===== config.mk =====
export PLATFORM = sky130hd
export DESIGN_NAME = sram_wr_ctrl
export DESIGN_NICKNAME = d
export VERILOG_FILES = /design/src/rtl/sram_wr_pkg.sv /design/src/rtl/sram_wr_fsm.sv /design/src/rtl/sram_wr_capture.sv /design/src/rtl/sram_wr_strobes.sv /design/src/rtl/sram_wr_ctrl.sv
export SDC_FILE = /design/constraint.sdc
export NUM_CORES = 1
export LEC_CHECK = 0
export CORE_MARGIN = 1.5
export CORE_UTILIZATION = 38
export DETAILED_ROUTE_END_ITERATION = 8
export PLACE_DENSITY_LB_ADDON = 0.3
export SLEW_MARGIN = 20
export SYNTH_ARGS = -nofsm -noshare
export SYNTH_HDL_FRONTEND = slang
export SYNTH_HIERARCHICAL = 1
export SYNTH_SLANG_ARGS = --single-unit

===== constraint.sdc =====
create_clock -name clk -period 1.68 [get_ports clk]
set_input_delay 0.252 -clock clk [delete_from_list [all_inputs] [get_ports clk]]
set_output_delay 0.252 -clock clk [all_outputs]
set_load 0.03 [all_outputs]

===== src/rtl/sram_wr_pkg.sv =====
package sram_wr_pkg;

   typedef enum logic [1:0] {
      ST_IDLE    = 2'd0,
      ST_SETUP   = 2'd1,
      ST_STROBE  = 2'd2,
      ST_RECOVER = 2'd3
   } wr_state_e;

   function automatic int imax(input int a, input int b);
      return (a > b) ? a : b;
   endfunction

   // whole clock cycles covering a time interval, never fewer than one
   function automatic int to_cycles(input int t_ps, input int clk_ps);
      return imax(1, (t_ps + clk_ps - 1) / clk_ps);
   endfunction

endpackage


===== src/rtl/sram_wr_fsm.sv =====
module sram_wr_fsm
   import sram_wr_pkg::*;
#(
   parameter int C_SET = 1,
   parameter int C_STB = 2,
   parameter int C_REC = 1,
   parameter int C_HZ  = 1,
   parameter int CW    = 2
) (
   input  logic      clk,
   input  logic      rst_n,
   input  logic      start,
   output wr_state_e st,
   output logic      drive_ok,
   output logic      ready,
   output logic      done
);

   logic [CW-1:0] cnt;

   always_ff @(posedge clk or negedge rst_n) begin
      if (!rst_n) begin
         st   <= ST_IDLE;
         cnt  <= '0;
         done <= 1'b0;
      end else begin
         done <= 1'b0;
         case (st)
            ST_IDLE: begin
               if (start) begin
                  st  <= ST_SETUP;
                  cnt <= '0;
               end
            end
            ST_SETUP: begin
               if (cnt == CW'(C_SET - 1)) begin
                  st  <= ST_STROBE;
                  cnt <= '0;
               end else begin
                  cnt <= cnt + 1'b1;
               end
            end
            ST_STROBE: begin
               if (cnt == CW'(C_STB - 1)) begin
                  st  <= ST_RECOVER;
                  cnt <= '0;
               end else begin
                  cnt <= cnt + 1'b1;
               end
            end
            default: begin
               if (cnt == CW'(C_REC - 1)) begin
                  st   <= ST_IDLE;
                  cnt  <= '0;
                  done <= 1'b1;
               end else begin
                  cnt <= cnt + 1'b1;
               end
            end
         endcase
      end
   end

   assign ready    = (st == ST_IDLE);
   assign drive_ok = (st == ST_STROBE) && (cnt >= CW'(C_HZ));

endmodule


===== src/rtl/sram_wr_capture.sv =====
module sram_wr_capture #(
   parameter int ADDR_W = 18,
   parameter int LANES  = 2
) (
   input  logic               clk,
   input  logic               rst_n,
   input  logic               load,
   input  logic [ADDR_W-1:0]  addr_in,
   input  logic [LANES*8-1:0] data_in,
   input  logic [LANES-1:0]   mask_in,
   output logic [ADDR_W-1:0]  addr_q,
   output logic [LANES*8-1:0] data_q,
   output logic [LANES-1:0]   mask_q
);

   always_ff @(posedge clk or negedge rst_n) begin
      if (!rst_n) begin
         addr_q <= '0;
         mask_q <= '0;
      end else if (load) begin
         addr_q <= addr_in;
         mask_q <= mask_in;
      end
   end

   for (genvar i = 0; i < LANES; i++) begin : g_lane
      always_ff @(posedge clk or negedge rst_n) begin
         if (!rst_n)
            data_q[i*8 +: 8] <= '0;
         else if (load)
            data_q[i*8 +: 8] <= data_in[i*8 +: 8];
      end
   end

endmodule


===== src/rtl/sram_wr_strobes.sv =====
module sram_wr_strobes
   import sram_wr_pkg::*;
#(
   parameter int LANES = 2
) (
   input  wr_state_e        st,
   input  logic             drive_ok,
   input  logic [LANES-1:0] mask_q,
   output logic             ce_n,
   output logic             we_n,
   output logic             oe_n,
   output logic             dq_oe,
   output logic [LANES-1:0] be_n
);

   logic any_lane;
   logic selected;

   assign any_lane = |mask_q;
   assign selected = (st != ST_IDLE);

   assign ce_n  = !selected;
   assign we_n  = !((st == ST_STROBE) && any_lane);
   assign oe_n  = 1'b1;
   assign dq_oe = drive_ok && any_lane;

   for (genvar i = 0; i < LANES; i++) begin : g_be
      assign be_n[i] = !(selected && mask_q[i]);
   end

endmodule


===== src/rtl/sram_wr_ctrl.sv =====
module sram_wr_ctrl
   import sram_wr_pkg::*;
#(
   parameter int ADDR_W  = 18,
   parameter int DATA_W  = 16,
   parameter int CLK_PS  = 5000,
   parameter int T_WC_PS = 7000,
   parameter int T_CW_PS = 5000,
   parameter int T_AW_PS = 5000,
   parameter int T_BW_PS = 5000,
   parameter int T_WP_PS = 5000,
   parameter int T_DS_PS = 3500,
   parameter int T_WZ_PS = 3000
) (
   input  logic                clk,
   input  logic                rst_n,
   input  logic                req,
   input  logic [ADDR_W-1:0]   wr_addr,
   input  logic [DATA_W-1:0]   wr_data,
   input  logic [DATA_W/8-1:0] wr_mask,
   output logic                ready,
   output logic                done,
   output logic [ADDR_W-1:0]   mem_addr,
   output logic [DATA_W-1:0]   mem_dq_o,
   output logic                mem_dq_oe,
   output logic                mem_ce_n,
   output logic                mem_we_n,
   output logic                mem_oe_n,
   output logic [DATA_W/8-1:0] mem_be_n
);

   localparam int LANES  = DATA_W / 8;
   localparam int C_HZ   = to_cycles(T_WZ_PS, CLK_PS);
   localparam int C_DS   = to_cycles(T_DS_PS, CLK_PS);
   localparam int C_STB  = imax(to_cycles(T_WP_PS, CLK_PS), C_HZ + C_DS);
   localparam int C_SEL  = imax(to_cycles(T_AW_PS, CLK_PS),
                               imax(to_cycles(T_CW_PS, CLK_PS), to_cycles(T_BW_PS, CLK_PS)));
   localparam int C_SET  = imax(1, C_SEL - C_STB);
   localparam int C_REC  = imax(1, to_cycles(T_WC_PS, CLK_PS) - C_STB - C_SET);
   localparam int C_MAX  = imax(C_SET, imax(C_STB, C_REC));
   localparam int CW     = imax(1, $clog2(C_MAX + 1));

   if (DATA_W < 8 || (DATA_W % 8) != 0) begin : g_bad_width
      $error("sram_wr_ctrl: DATA_W must be a positive multiple of 8");
   end
   if (CLK_PS <= 0) begin : g_bad_clk
      $error("sram_wr_ctrl: CLK_PS must be positive");
   end
   if (ADDR_W < 1) begin : g_bad_addr
      $error("sram_wr_ctrl: ADDR_W must be at least 1");
   end

   wr_state_e       st;
   logic            drive_ok;
   logic            start;
   logic [LANES-1:0] mask_q;

   assign start = req && ready;

   sram_wr_fsm #(
      .C_SET (C_SET),
      .C_STB (C_STB),
      .C_REC (C_REC),
      .C_HZ  (C_HZ),
      .CW    (CW)
   ) u_fsm (
      .clk      (clk),
      .rst_n    (rst_n),
      .start    (start),
      .st       (st),
      .drive_ok (drive_ok),
      .ready    (ready),
      .done     (done)
   );

   sram_wr_capture #(
      .ADDR_W (ADDR_W),
      .LANES  (LANES)
   ) u_cap (
      .clk     (clk),
      .rst_n   (rst_n),
      .load    (start),
      .addr_in (wr_addr),
      .data_in (wr_data),
      .mask_in (wr_mask),
      .addr_q  (mem_addr),
      .data_q  (mem_dq_o),
      .mask_q  (mask_q)
   );

   sram_wr_strobes #(
      .LANES (LANES)
   ) u_stb (
      .st       (st),
      .drive_ok (drive_ok),
      .mask_q   (mask_q),
      .ce_n     (mem_ce_n),
      .we_n     (mem_we_n),
      .oe_n     (mem_oe_n),
      .dq_oe    (mem_dq_oe),
      .be_n     (mem_be_n)
   );

endmodule


==> results of run 1 <==
-- cell usage in the layout (no fill, tap or decap), types with 3 or more instances in the layout --
cell type / n
clkbuf_8: 5
buf_4: 12
ha_1: 6
inv_1: 3
mux2_4: 31
nand2b_1: 3
clkdlybuf4s50_1: 72
dfrtp_1: 41
nor2_1: 3
mux2_2: 6
-- metal layers --
| layer | track usage [%] | part of all wire, % |
|---|---|---|
| met5 | 0 | 0 |
| met4 | 7.47 | 1.9 |
| met3 | 5.49 | 6.7 |
| met2 | 26.6 | 50 |
| met1 | 20.1 | 41 |
-- per-stage QoR --
step,TNS [ps],std cells,cell area [um2],hold WS (ps)
6_report,0,286,2980,500
4_1_cts,0,280,2940,509
2_1_floorplan,0,124,1960,-43.6
3_5_place_dp,0,272,2830,278
3_3_place_gp,0,272,2830,273
5_1_grt,-16.4,286,2980,527
-- sequential cells by signal, indices dropped and copies added, names as in the netlist --
register / count
u_cap/data_q: 16
u_fsm/done: 1
u_fsm/st: 2
u_cap/mask_q: 2
u_fsm/cnt: 2
u_cap/addr_q: 18
-- worst max-delay path by stage --
stage,end,cells past startpoint
finish,mem_dq_oe,5
global route,mem_dq_oe,5
CTS,mem_dq_oe,5
detailed placement,u_fsm/cnt[0],6
global placement,mem_be_n[0],3
floorplan,u_fsm/st[1],6
-- worst register-to-register path, delay by kind of cell, from the launching register on --
kind	cells	cell delay [ps]
AO/OA/AOI/OAI	1	100
adder cells (fa/ha/maj)	1	150
buffers and inverters	3	420
flip-flops	1	420
multiplexers	1	300
AND/OR/NAND/NOR	1	100
-- power breakdown --
part           total, mW  internal (mW)  switching, mW
clock              0.596          0.273          0.323
sequential          1.79           1.50          0.297
combinational       4.09           2.09           2.01
total               6.48           3.86           2.63
-- cell type report --
| class | count | area share [%] |
|---|---|---|
| clock buffers | 5 | 2.31 |
| clock inverters | 1 | 0.168 |
| inverters | 5 | 0.630 |
| multi-input cells | 72 | 28.5 |
| flip-flops and latches | 41 | 34.5 |
| well taps | 67 | 2.82 |
| repair buffers | 95 | 31.1 |
-- timing repair --
action / in CTS / in global routing
resized for setup: 13 / 5
setup buffers: 1 / 6
endpoints found under the hold margin: 24 / 0
endpoints found under the setup margin: 6 / 8
hold buffers: 1 / 0
-- cell families (layout without fill, tap and decap cells) --
group,after synthesis,in the layout
and+or+nand+nor,11,11
adders and majority gates,9,9
DFF,41,41
buffers and inverters,11,106
AOI/OAI and AO/OA,12,12
muxes,39,39
other,1,1
==> run summary, run 1 <==
status: finished clean
RSZ-0062 raised after global routing: yes
Critical Path Fanout Max: 5
Seq cells post-synth: 41
FFs w/ async S/R, synth: 100%
Die Ht: 74.7 um
worst r2r src: u_fsm/st[1]
chip width: 74.7 um
post-route clock period utilization: 97.9%
Final setup violation count: 0
Slew Viols, Final: 0
initial antenna violation count: 0
largest family of logic cells by synthesized area: multiplexers
static leakage: 1.32 nW
Layout area overhead: 52.6%
clk buf depth: 2
CP arrival: 1390 ps
vias per cell: 4.72
CP startpoint kind: flop
slowest CP cell: dfrtp_1
gpl congestion: 0.831
worst-case reg-to-reg path depth: 7
synthesized cell area: 1950 um2
Residual DRC: 0
top post-synthesis cells by area: dfrtp_1 53%, mux2_4 24%, ha_1 5.8%
Synth Area in XOR/XNOR: 0%
final WL: 4.54 mm
count leader, synth: dfrtp_1
Worst-Skew Late Latency: 290 ps
CTS root buffer: clkbuf_8
DRT antenna net count: 0
1st-iter DRT viols: 37
crit path launch: u_fsm/st[1]
Synth top area share: 52.6%
CTS clock-pin slew for the worst setup and hold paths: 70 ps
Power Density: 2180 nW/um2
first-pass GRT wire length: 6.80 mm
Setup Skew: 2.39 ps
FILL cells: 371
Critical Path RT: 1430 ps
cell mode on critical path: buf_6
multi-input logic area: 850 um2
Initial Util: 40.3%
DP HPWL: 3.26 mm
Finished Core Util: 61.4%
simple-gate portion of the synthesized area: 3.01%
Final Hold Viols: 0
Synth cell types: 26
gr usage total: 16.5%
# diodes: 0
VDD IR max: 1070 uV
DR WL/cell: 15.9 um
total die area: 5580 um2
Avg Cell Area, Syn: 15.7 um2
site row count: 25
Worst R2R End: u_fsm/st[1]
Slew HR: 62.3%
DR pass1 iterations: 4
post-layout power: 6.48 mW
Crit Path Category: reg -> out
Top delay family on crit path: flip-flops
Post-synth top flop: dfrtp_1
Final Worst Setup Slack: 34.5 ps
Tightest Pin Transition: 565 ps
via count: 1,349
Tmin final: 1650 ps
Post-synth EDFFs: 0
syn nets: 172
layout cells sized above 1: 32.0%
CTS tree: built
adder-cell share of the synthesized area: 5.77%
Hold Path Class: in -> async
Max Freq: 0.608 GHz
synth cell count leaders: 41 x dfrtp_1, 31 x mux2_4, 9 x ha_1
largest net degree at the start of global routing: 26
critical path endpoint category: primary output
YS warnings: 6
Cell Chain, Critical Path: buf_6, ha_4, nor2b_2, o21a_1, buf_6
sequential element share of the synthesized area: 52.6%
Worst R2R Setup Slack: 80 ps
post-synthesis mux area share: 28.3%
vias in the first global route: 1,413
Post-Synthesis Cells: 124
Clock H-tree levels: 2
IO buf count: 79
core area: 4850 um2
grt ovf: 0
Final #Nets: 268
Ports: 81
Yosys top cell by area: dfrtp_1
pre-CTS WS: 18.5 ps
Max-Cap Viols: 0
Num CTS Buffers: 5
CTS Sinks: 41
crit-path max cell delay: 420 ps
Bufs and invs on worst path: 2
Synth Area in Compound Gates: 4.55%
Reg area: 1030 um2
No activity file was read; power rests on OpenSTA's default activity.
==> run 2, diff against run 1 <==
--- a/config.mk
+++ b/config.mk
@@ -9,7 +9,7 @@
 export CORE_UTILIZATION = 38
 export DETAILED_ROUTE_END_ITERATION = 8
 export PLACE_DENSITY_LB_ADDON = 0.3
-export SLEW_MARGIN = 20
+export SLEW_MARGIN = 30
 export SYNTH_ARGS = -nofsm -noshare
 export SYNTH_HDL_FRONTEND = slang
 export SYNTH_HIERARCHICAL = 1
==> results of run 2 <==
No change in the layout: final DEF, timing and power equal those of run 1.
